$ cat src/rtl/dma_pkg.sv
package dma_pkg;
  typedef enum logic {PH_FETCH = 1'b0, PH_STORE = 1'b1} phase_t;

  localparam logic [1:0] OFS_MADDR = 2'd0;
  localparam logic [1:0] OFS_COUNT = 2'd1;
  localparam logic [1:0] OFS_DEV   = 2'd2;
  localparam logic [1:0] OFS_CTRL  = 2'd3;

  localparam int CTL_START = 0;
  localparam int CTL_DIR   = 1;
  localparam int CTL_IE    = 2;
  localparam int ST_DONE   = 6;
  localparam int ST_BUSY   = 7;

  function automatic logic [7:0] pack_status(input logic busy, input logic done,
                                             input logic ie, input logic dir);
    logic [7:0] s;
    s = '0;
    s[ST_BUSY] = busy;
    s[ST_DONE] = done;
    s[CTL_IE]  = ie;
    s[CTL_DIR] = dir;
    return s;
  endfunction
endpackage

$ cat src/rtl/dma_regs.sv
module dma_regs
  import dma_pkg::*;
#(
  parameter int ADDR_W = 16,
  parameter int CNT_W  = 16,
  parameter int DEV_W  = 8,
  parameter int REG_W  = 16
) (
  input  logic              clk,
  input  logic              rst_n,
  input  logic              reg_wr,
  input  logic [1:0]        reg_addr,
  input  logic [REG_W-1:0]  reg_wdata,
  output logic [REG_W-1:0]  reg_rdata,
  input  logic              step,
  output logic [ADDR_W-1:0] cur_addr,
  output logic [CNT_W-1:0]  cur_count,
  output logic [DEV_W-1:0]  dev_addr,
  output logic              busy,
  output logic              done,
  output logic              dir,
  output logic              ie,
  output logic              start_accept,
  output logic              last_step,
  output logic              done_clr
);
  function automatic logic [ADDR_W-1:0] addr_next(input logic [ADDR_W-1:0] a);
    return a + 1'b1;
  endfunction

  function automatic logic [CNT_W-1:0] count_next(input logic [CNT_W-1:0] c);
    return c - 1'b1;
  endfunction

  logic ctl_wr, wr_maddr, wr_count, wr_dev, zero_start;

  assign ctl_wr       = reg_wr && (reg_addr == OFS_CTRL);
  assign wr_maddr     = reg_wr && (reg_addr == OFS_MADDR) && !busy;
  assign wr_count     = reg_wr && (reg_addr == OFS_COUNT) && !busy;
  assign wr_dev       = reg_wr && (reg_addr == OFS_DEV) && !busy;
  assign start_accept = ctl_wr && reg_wdata[CTL_START] && !busy;
  assign zero_start   = start_accept && (cur_count == '0);
  assign last_step    = step && (cur_count == CNT_W'(1));
  assign done_clr     = ctl_wr && reg_wdata[ST_DONE];

  always_ff @(posedge clk or negedge rst_n) begin
    if (!rst_n) begin
      cur_addr  <= '0;
      cur_count <= '0;
      dev_addr  <= '0;
      dir       <= 1'b0;
      ie        <= 1'b0;
      busy      <= 1'b0;
      done      <= 1'b0;
    end else begin
      if (wr_maddr)  cur_addr <= reg_wdata[ADDR_W-1:0];
      else if (step) cur_addr <= addr_next(cur_addr);

      if (wr_count)  cur_count <= reg_wdata[CNT_W-1:0];
      else if (step) cur_count <= count_next(cur_count);

      if (wr_dev) dev_addr <= reg_wdata[DEV_W-1:0];

      if (ctl_wr && !busy) begin
        dir <= reg_wdata[CTL_DIR];
        ie  <= reg_wdata[CTL_IE];
      end

      if (start_accept && !zero_start) busy <= 1'b1;
      else if (last_step)              busy <= 1'b0;

      if (last_step || zero_start) done <= 1'b1;
      else if (done_clr)           done <= 1'b0;
    end
  end

  always_comb begin
    unique case (reg_addr)
      OFS_MADDR: reg_rdata = REG_W'(cur_addr);
      OFS_COUNT: reg_rdata = REG_W'(cur_count);
      OFS_DEV:   reg_rdata = REG_W'(dev_addr);
      default:   reg_rdata = REG_W'(pack_status(busy, done, ie, dir));
    endcase
  end
endmodule

$ cat src/rtl/dma_mover.sv
module dma_mover
  import dma_pkg::*;
#(
  parameter int DATA_W = 8
) (
  input  logic              clk,
  input  logic              rst_n,
  input  logic              busy,
  input  logic              dir,
  input  logic              mem_gnt,
  input  logic [DATA_W-1:0] mem_rdata,
  input  logic              dev_rd_valid,
  input  logic [DATA_W-1:0] dev_rd_data,
  input  logic              dev_wr_ready,
  output logic              mem_req,
  output logic              mem_we,
  output logic [DATA_W-1:0] mem_wdata,
  output logic              dev_rd_ready,
  output logic              dev_wr_valid,
  output logic [DATA_W-1:0] dev_wr_data,
  output logic              step
);
  phase_t            phase;
  logic [DATA_W-1:0] buf_q;
  logic              fetching, storing, fetch_hs, store_hs;

  assign fetching = busy && (phase == PH_FETCH);
  assign storing  = busy && (phase == PH_STORE);

  assign mem_req      = dir ? fetching : storing;
  assign mem_we       = storing && !dir;
  assign dev_rd_ready = fetching && !dir;
  assign dev_wr_valid = storing && dir;
  assign mem_wdata    = buf_q;
  assign dev_wr_data  = buf_q;

  assign fetch_hs = fetching && (dir ? mem_gnt : dev_rd_valid);
  assign store_hs = storing && (dir ? dev_wr_ready : mem_gnt);
  assign step     = store_hs;

  always_ff @(posedge clk or negedge rst_n) begin
    if (!rst_n) begin
      phase <= PH_FETCH;
      buf_q <= '0;
    end else begin
      if (!busy || store_hs) phase <= PH_FETCH;
      else if (fetch_hs)     phase <= PH_STORE;
      if (fetch_hs) buf_q <= dir ? mem_rdata : dev_rd_data;
    end
  end
endmodule

$ cat src/rtl/blk_dma.sv
module blk_dma
  import dma_pkg::*;
#(
  parameter int ADDR_W = 16,
  parameter int CNT_W  = 16,
  parameter int DEV_W  = 8,
  localparam int MAX_AC = (ADDR_W > CNT_W) ? ADDR_W : CNT_W,
  localparam int MAX_AD = (MAX_AC > DEV_W) ? MAX_AC : DEV_W,
  localparam int REG_W  = (MAX_AD > 8) ? MAX_AD : 8
) (
  input  logic              clk,
  input  logic              rst_n,
  input  logic              reg_wr,
  input  logic [1:0]        reg_addr,
  input  logic [REG_W-1:0]  reg_wdata,
  output logic [REG_W-1:0]  reg_rdata,
  output logic              mem_req,
  output logic              mem_we,
  output logic [ADDR_W-1:0] mem_addr,
  output logic [7:0]        mem_wdata,
  input  logic              mem_gnt,
  input  logic [7:0]        mem_rdata,
  output logic [DEV_W-1:0]  dev_addr,
  input  logic              dev_rd_valid,
  input  logic [7:0]        dev_rd_data,
  output logic              dev_rd_ready,
  output logic              dev_wr_valid,
  output logic [7:0]        dev_wr_data,
  input  logic              dev_wr_ready,
  output logic              irq
);
  logic             busy_w, done_w, dir_w, ie_w;
  logic             step_w, start_acc_w, last_step_w, done_clr_w;
  logic [CNT_W-1:0] count_w;

  dma_regs #(.ADDR_W(ADDR_W), .CNT_W(CNT_W), .DEV_W(DEV_W), .REG_W(REG_W)) u_regs (
    .clk(clk), .rst_n(rst_n), .reg_wr(reg_wr), .reg_addr(reg_addr),
    .reg_wdata(reg_wdata), .reg_rdata(reg_rdata), .step(step_w),
    .cur_addr(mem_addr), .cur_count(count_w), .dev_addr(dev_addr),
    .busy(busy_w), .done(done_w), .dir(dir_w), .ie(ie_w),
    .start_accept(start_acc_w), .last_step(last_step_w), .done_clr(done_clr_w)
  );

  dma_mover #(.DATA_W(8)) u_mover (
    .clk(clk), .rst_n(rst_n), .busy(busy_w), .dir(dir_w),
    .mem_gnt(mem_gnt), .mem_rdata(mem_rdata),
    .dev_rd_valid(dev_rd_valid), .dev_rd_data(dev_rd_data),
    .dev_wr_ready(dev_wr_ready), .mem_req(mem_req), .mem_we(mem_we),
    .mem_wdata(mem_wdata), .dev_rd_ready(dev_rd_ready),
    .dev_wr_valid(dev_wr_valid), .dev_wr_data(dev_wr_data), .step(step_w)
  );

  assign irq = done_w && ie_w;
endmodule

$ cat config.mk
export PLATFORM = sky130hd
export DESIGN_NAME = blk_dma
export DESIGN_NICKNAME = d
export VERILOG_FILES = /design/src/rtl/dma_pkg.sv /design/src/rtl/dma_regs.sv /design/src/rtl/dma_mover.sv /design/src/rtl/blk_dma.sv
export SDC_FILE = /design/constraint.sdc
export NUM_CORES = 1
export LEC_CHECK = 0
export BUFFER_PORTS_ARGS = -buffer_cell sky130_fd_sc_hd__buf_2
export CORE_ASPECT_RATIO = 1.5
export CORE_UTILIZATION = 30
export CTS_CLUSTER_SIZE = 8
export DETAILED_ROUTE_END_ITERATION = 7
export GPL_TIMING_DRIVEN = 0
export MAX_ROUTING_LAYER = met4
export PLACE_DENSITY = 0.61
export SLEW_MARGIN = 20
export SYNTH_ARGS = -nofsm -noshare
export SYNTH_HDL_FRONTEND = slang
export SYNTH_HIERARCHICAL = 1
export SYNTH_SLANG_ARGS = --single-unit
$ cat constraint.sdc
create_clock -name clk -period 3.1 [get_ports clk]
set_input_delay 0.62 -clock clk [delete_from_list [all_inputs] [get_ports clk]]
set_output_delay 0.62 -clock clk [all_outputs]
set_load 0.01 [all_outputs]
==> results of run 1 <==
layer usage:
layer  routed length (um)  vias to the layer above
li1                     -                     1362
met1                 4230                     1428
met2                 4820                      111
met3                  556                       13
met4                  162                        0
met5                    0                        -
flip-flops by register name, summed over array words and instances (netlist names):
register,cells
u_mover/dev_wr_data,8
u_regs/cur_addr,16
u_mover/phase,1
u_regs/busy,1
u_regs/dir,1
u_regs/cur_count,16
u_regs/dev_addr,8
u_regs/done,1
u_regs/ie,1
worst max-delay path, delay by kind of cell:
kind / cells / cell delay (ps)
muxes: 1 / 260
and+or+nand+nor: 1 / 60
buffers and inverters: 4 / 900
stage by stage:
| stage | power [mW] | std cells |
|---|---|---|
| finish | 3.04 | 587 |
| global route | 3.24 | 587 |
| CTS | 3.06 | 587 |
| detailed placement | 2.50 | 579 |
| global placement | 2.47 | 579 |
| floorplan | 2.02 | 332 |
path summary, 6_finish.rpt:
path	to	cells after the start
setup / recovery	reg_rdata[8]	6
hold / removal	u_mover/dev_wr_data[4]	1
setup reg to reg	u_regs/cur_addr[15]	9
hold reg to reg	u_mover/dev_wr_data[5]	1
max in group asynchronous	u_mover/phase	1
min in group clk	u_mover/dev_wr_data[5]	1
final cells by class:
type | count | area (um2) | area share [%]
clock buffer | 6 | 129 | 3.00
timing repair buffer | 100 | 503 | 11.7
buffer | 25 | 178 | 4.14
multi-input combinational | 247 | 1940 | 45.2
sequential | 53 | 1330 | 30.9
tap | 147 | 184 | 4.28
clock inverter | 2 | 10.0 | 0.233
inverter | 7 | 26.3 | 0.612
cells by family (layout without fill, tap and decap cells):
logic type | count (synthesis) | count (layout)
flip-flops | 53 | 53
AND/OR/NAND/NOR | 128 | 128
AO/OA/AOI/OAI | 39 | 39
buffers and inverters | 32 | 140
adder cells (fa/ha/maj) | 3 | 3
multiplexers | 49 | 49
XOR/XNOR | 28 | 28
cell usage after synthesis, drive strengths merged, types with 2 or more instances:
library cell / n / area share [%]
a211o: 2 / 0.50
and2: 2 / 0.36
and3: 2 / 0.40
and4: 2 / 0.54
and4bb: 2 / 0.83
buf: 22 / 4.8
clkbuf: 3 / 0.32
dfrtp: 53 / 38
ha: 3 / 1.1
inv: 7 / 0.76
mux2: 27 / 9.9
mux2i: 18 / 5.6
mux4: 4 / 2.6
nand2: 50 / 5.4
nand3: 7 / 1.0
nand3b: 2 / 0.43
nand4: 9 / 3.1
nor2: 23 / 3.0
nor2b: 5 / 0.90
nor3: 7 / 1.4
nor4: 8 / 2.7
nor4b: 4 / 2.1
o21ai: 33 / 5.0
xnor2: 14 / 3.5
xor2: 14 / 3.5
power by group through the flow:
stage          sequential (mW)  clock [mW]  combinational [mW]
6_report                  1.23       0.551                1.26
5_1_grt                   1.27       0.595                1.38
4_1_cts                   1.23       0.570                1.26
3_5_place_dp              1.24           0                1.26
3_3_place_gp              1.23           0                1.23
2_1_floorplan             1.22           0               0.805
==> results by stage, run 1 <==
Status:
- The flow ran to the end, and the final reports show no timing, DRC or antenna violations.

Job:
- The max-cap violation count is 0.

STA:
- Setup repair after global routing left no endpoint under its margin.
- The final critical-path required period is about 2500 ps.
- Hold is met by 363 ps.
- The setup-violating endpoint count in the final report is 0.
- The final worst slack is about 630 ps.
- The headroom to the max-slew limit is a little over half.
- Dividing the final minimum period by the clock period gives roughly 80%.
- The final-report max-slew violation count is 0.
- For the final database, setup skew stands at 7.35 ps.
- The number of hold-slack violations in the final timing report was 0.
- The transition at the pin with the smallest max-transition slack is roughly 700 ps.
- The highest clock rate is about 0.40 GHz.
- After routing, the total negative slack on setup checks comes to 0 ps.

Logic synthesis:
- Summing the areas of all compound-gate instances in the mapped netlist gives under 10% of the synthesized area.
- Counting every instance in the synthesized netlist gives 332.
- The sequential fraction of the synthesis area is between 30% and 40%.
- The XOR/XNOR share of the synthesized area is between 7 and 8%.
- In this run the mean area of a mapped cell was between 10 and 15 um2.
- In this run, synthesis inferred 0 flip-flops with an integrated enable.
- In the synthesized netlist the dominant register cell turns out to be sky130_fd_sc_hd__dfrtp_1.
- The number of distinct library cell variants in the gate-level netlist after synthesis is 51.
- The total of warnings raised by yosys is 6.
- The synthesized netlist devotes 23.4% of its cell area to simple gates.
- By area, the combinational part of the netlist is dominated by simple AND/OR/NAND/NOR gates.
- In this run the cell area of the synthesized design comes to ~0.0035 mm2.
- The share of synthesized registers carrying an async set or reset is 100%.
- The multiplexer share of the synthesized area is around 18%.
- Of the total synthesized cell area, the portion taken by full adders, half adders and majority gates is between 1 and 1.5%.
- The total of flip-flops plus latches after synthesis is 53.
- The net count after synthesis is approximately 380.

Cells and area:
- The share of cells above drive strength 1 is between 40 and 50%.
- The signed area change from the synthesized netlist to the final layout is 23.8%.
- The library cell used most frequently in the layout, excluding fill and tap cells, is sky130_fd_sc_hd__buf_2.
- Leaving out fill and tap cells, the most frequent cells in the layout are 108 x sky130_fd_sc_hd__buf_2, 53 x sky130_fd_sc_hd__dfrtp_1, 50 x sky130_fd_sc_hd__nand2_1.
- The number of fillers in the final layout is ~1100.
- After the last flow step, the layout net total stands at 482.
- The final core utilization is approximately two fifths.
- The number of antenna repair diodes is 0.
- The finished layout cell area is around 0.0043 mm2.

Power and ir drop:
- The power density over the cells is about 700 mW/mm2.
- The internal power of the cells totals ~1.8 mW.
- Combinational logic is responsible for 41.4% of the overall power.
- The proportion of total power due to net switching is slightly below 40%.
- The sequential group share of total power is between 40 and 50%.
- The maximum resistive drop on vdd is 249 uV.
- In this run, the clock network consumes 18.2% of the power.
- For this design the static power due to leakage is 1.99 nW.
- The analysis attributes to net switching a power of 1.19 mW.

Clock tree:
- CTS placed an instance of sky130_fd_sc_hd__clkbuf_16 at the clock tree root.
- The longest clock path from root to sink contains 2 buffers.
- In this run, post-CTS hold repair placed 0 buffers.
- After clock tree synthesis, the clock-pin slew on the worst setup and hold paths is about 70 ps.
- The number of buffers inserted during clock tree synthesis is 5.
- The H-tree generated during clock tree synthesis spans 2 levels.
- The number of gates resized after cts is 0.
- The clock net in this run drives a total of 53 sinks.
- Buffers added to address setup during post-CTS repair amount to 0.
- The TritonCTS clock tree is done.
- The clock insertion delay at the later pin of the skew report is approximately 300 ps.

Global routing:
- The met3 usage in global routing is slightly below 3%.
- The number of global-route vias before repair was a little under 3000.
- Global routing consumed, on the met2 layer, roughly 30% of the routing resources.
- The met1 capacity usage during global routing is between 20% and 30%.
- The overall routing resource usage is ~18%.
- The maximum number of pins on one net before global-route repair is 54.
- For this run the aggregate overflow at the end of global routing stands at 0.
- After global routing, the most crowded layer is met2.
- The number of antenna violations at the first check in global routing is 0.
- The first-pass GRT wire length is 15900 um.

Placement:
- The detailed placer's ending HPWL is approximately 7500 um.
- The pre-CTS worst setup slack is just over 600 ps.
- The count of input and output buffers is 100.
- The area after detailed placement is just over 0.004 mm2.
- Routability-driven placement finished with a final weighted congestion of ~0.85.

Routing:
- After detailed routing, the average wire length per cell comes to about 17 um.
- The number of vias in the routed layout is 2914.
- The first-pass iteration count of the detailed router is 4.
- Using the TritonRoute via totals, the vias-per-cell ratio works out to 4.96.
- The detailed router finished its first iteration with roughly 140 violations.
- For this run, design rule violations remaining after detail routing come to 0.
- The final antenna-violating net count is 0.
- The detailed-route wire length is ~9800 um.

Floorplanning:
- In this run the horizontal extent of the chip is 89.8 um.
- The region available for standard cell placement spans 0.0112 mm2.
- The placement row count is 47.
- The die footprint is between 0.01 and 0.015 mm2.
- The number of ports placed on the die boundary is just over 100.
- The starting density of the core is between 30% and 40%.
- The vertical die dimension is between 100 and 150 um.

Setup path:
- The kind of launch point of the worst setup path is an input port.
- The signal on the critical path passes through buf_2, buf_2, buf_2, mux2i_1, nor2_1, buf_2.
- The most numerous cell type found on the critical path is sky130_fd_sc_hd__buf_2.
- The critical path is of the input port to primary output type.
- In this run the worst path has a maximum fanout of 10.
- For the worst setup path, the data arrival time is 1850 ps.
- The cell with the largest stage delay on the worst path is sky130_fd_sc_hd__buf_2.
- The delay of the slowest critical-path stage is 330 ps.
- The kind of end point of the critical path is a primary output.
- For the worst setup path, the data required time is between 2000 and 2500 ps.
- The start point of the critical path is reg_addr[0].
- In this run the critical register-to-register path is launched from u_regs/dir.
- The setup slack of the worst register-to-register path is 710 ps.

Worst hold path:
- The class of the tightest hold or removal check is input port to asynchronous set/reset pin.
Power figures use the tool's default switching activity.
==> run 2, diff against run 1 <==
==> constraint.sdc (replaced) <==
create_clock -name clk -period 2.46 [get_ports clk]
set_input_delay 0.492 -clock clk [delete_from_list [all_inputs] [get_ports clk]]
set_output_delay 0.492 -clock clk [all_outputs]
set_load 0.01 [all_outputs]
==> run 2 against run 1 <==
  * Wire length is essentially flat
  * Via count barely moved
  * Sequential power grew 26%
  * Non-clock buffer count unchanged
  * Critical path type is now flip-flop to flip-flop
  * Largest power group unchanged
  * Highest routed layer unchanged
==> results by stage, run 2 (synthesis results as in run 1) <==
Status:
- The flow ran to the end, and the final reports show no timing, DRC or antenna violations.

Clock tree:
- The number of hold-repair buffers added at the cts stage is 0.
- For the worst-skew pair, the clock arrives at the later sink with an insertion delay of ~300 ps.
- The number of buffers inserted during clock tree synthesis is 5.
- The root buffer cell chosen for the clock tree is sky130_fd_sc_hd__clkbuf_16.
- Clock tree synthesis found a total of 53 sinks.
- After clock tree synthesis, the setup repair step added 0 buffers.
- In this run the number of H-tree levels came out at 2.
- The clock-pin slew of the registers on the worst-case setup and hold paths is approximately 70 ps.
- TritonCTS built the clock tree.
- The number of buffers on the longest clock path is 2.
- The number of gates resized after CTS was 0.

Setup path:
- In this run the worst path has a maximum fanout of 10.
- The cell with the largest stage delay on the worst path is sky130_fd_sc_hd__dfrtp_1.
- The signal on the critical path passes through buf_6, buf_12, mux2i_1, nor2_2, buf_6, nand4_4, nor4_2, mux2i_1, nand2_1.
- The worst register-to-register path ends at u_regs/cur_addr[15].
- The worst setup path is captured at a flip-flop.
- Broken down by cell family, the worst path's largest delay share belongs to simple AND/OR/NAND/NOR gates.
- The critical path runs through a total of 9 cells.
- The worst register-to-register path has a setup slack of roughly 230 ps.
- The setup path with the least slack is of type flip-flop to flip-flop.
- The launch instance of the worst register-to-register path is u_regs/dir.
- The delay of the slowest critical-path stage is ~400 ps.
- The sum of buffers and inverters on the critical path is 3.
- For the worst setup path, the data required time is around 2700 ps.
- The critical path ends at u_regs/cur_addr[15].
- In this run the worst setup path begins at u_regs/dir.
- The cell depth of the worst flop-to-flop path is 9.
- The worst setup path is launched from a flip-flop.
- Data arrives at the worst endpoint at about 2400 ps.

STA:
- Derived from the worst setup path, the maximum achievable clock frequency is 0.449 GHz.
- The worst path needs approximately 2200 ps of the cycle, external delays included.
- The setup total negative slack is 0 ps.
- The setup-violating endpoint count in the final report is 0.
- For the pin with the worst max-slew slack, the measured transition is around 700 ps.
- The setup clock skew after layout is roughly 7.3 ps.
- The headroom to the max-slew limit is 53.7%.
- Setup repair after global routing left no endpoint under its margin.
- After layout, the worst path uses about 91% of the clock period.
- The final-report max-slew violation count was 0.
- The number of hold-slack violations in the final timing report is 0.

Job:
- The max-cap violation count is 0.

Power and ir drop:
- The combinational fraction of design power is roughly two fifths.
- Power spread over the standard cell area amounts to 891 mW/mm2.
- Registers are responsible for roughly two fifths of the overall power.
- Internal power comes to 2.32 mW.
- Across the VDD grid, the largest voltage drop is 314 uV.
- The net switching power is ~1.5 mW.
- The share of power burned in the clock network is between 15 and 20%.
- The overall power after layout is 3.83 mW.
- The leakage power is roughly 2 nW.
- The proportion of total power due to net switching is between 30% and 40%.

Routing:
- After detailed routing, the number of remaining DRC violations is 0.
- The routed layout has just under 3000 vias.
- The detailed-route wire length is ~9800 um.
- The first-pass iteration count of the detailed router is 4.
- The first routing iteration left 156 violations.
- The final antenna-violating net count is 0.
- The routed length per placed instance is between 15 and 20 um.
- Dividing the detail-routed via count by the number of cells gives ~5.

Cells and area:
- The number of fillers in the final layout is about 1100.
- From synthesis to final layout, the design area changed by 23.9%.
- The largest registers in the layout are u_regs/cur_addr x16, u_regs/cur_count x16.
- Summing all multi-input logic gate instances after layout gives 0.00194 mm2.
- In the final layout, flip-flops and latches occupy 0.00133 mm2.
- In the layout the commonest cells are 108 x sky130_fd_sc_hd__buf_2, 53 x sky130_fd_sc_hd__dfrtp_1, 50 x sky130_fd_sc_hd__nand2_1.
- The most common library cell in the layout ignoring fill and taps is sky130_fd_sc_hd__buf_2.
- 0 antenna diodes ended up in the layout.
- The net count of the finished layout is between 400 and 500.
- The share of cells above drive strength 1 is 42.5%.

Floorplanning:
- Measured along the x axis, the die boundary spans around 90 um.
- Once the floorplan was initialized, standard cells occupied a little over 30% of the core.
- In this run the core area contains 47 standard-cell rows.
- During I/O placement, the number of pins put on the boundary was between 100 and 150.
- The floorplan step defined a die boundary enclosing 0.0120 mm2.
- The core box area is approximately 0.011 mm2.
- The vertical die dimension is roughly 130 um.

Global routing:
- The first global-routing pass estimated around 16000 um of wire.
- The overall overflow remaining after global route is 0.
- The maximum number of pins on one net before global-route repair is 54.
- The number of antenna violations at the first check in global routing is 0.
- The number of global-route vias before repair is approximately 3000.
- Across every metal layer, demand over resource in global routing totals between 15 and 20%.

Placement:
- The routability congestion estimate from global placement is around 0.85.
- The count of input and output buffers is 100.
- The detailed placer's ending HPWL is ~7500 um.

Worst hold path:
- The tightest min-delay check is of the input port to asynchronous set/reset pin type.
-- run 2: cell counts in the layout (fill, tap and decap cells not counted) --
No cell type changed its count.
-- run 2: worst min-delay path by stage --
stage / end / slack [ps] / cells after the start
2_1_floorplan: u_mover/dev_wr_data[0] / 200 / 0
3_3_place_gp: u_regs/ie / 510 / 1
3_5_place_dp: u_mover/dev_wr_data[3] / 520 / 1
4_1_cts: u_mover/dev_wr_data[4] / 270 / 1
5_1_grt: u_mover/dev_wr_data[4] / 290 / 1
6_report: u_mover/dev_wr_data[4] / 240 / 1
-- run 2: per-layer routing --
metal / global-route usage, % / routed length, um / up-vias / share of wire (%)
li1: - / - / 1361 / -
met1: 21.2 / 4200 / 1425 / 43
met2: 30.0 / 4820 / 117 / 49
met3: 2.91 / 579 / 12 / 5.9
met4: 5.01 / 162 / 0 / 1.7
met5: - / 0 / - / 0
-- run 2: power by group through the flow --
stage	clock network, mW	registers (mW)	logic [mW]
after CTS	0.719	1.55	1.59
after floorplan	0	1.54	1.01
after detailed placement	0	1.56	1.58
final	0.695	1.55	1.59
after global routing	0.750	1.60	1.74
after global placement	0	1.55	1.55
-- run 2: layout make-up --
type,count,share of cell area [%]
Buffer,25,4.13
Clock buffer,6,3.00
Clock inverter,2,0.233
Inverter,7,0.611
Multi-Input combinational cell,247,45.2
Sequential cell,53,30.8
Tap cell,147,4.28
Timing Repair Buffer,100,11.7
-- run 2: per-stage QoR --
stage	hold slack, ps	utilization, %	cell area, um2	setup WS (ps)	cells
after CTS	268	38.5	4300	79.2	587
final	236	38.5	4300	232	587
after global placement	505	37.2	4160	120	579
after detailed placement	522	37.2	4160	102	579
after floorplan	196	-	3470	415	332
after global routing	290	38.5	4300	58.0	587
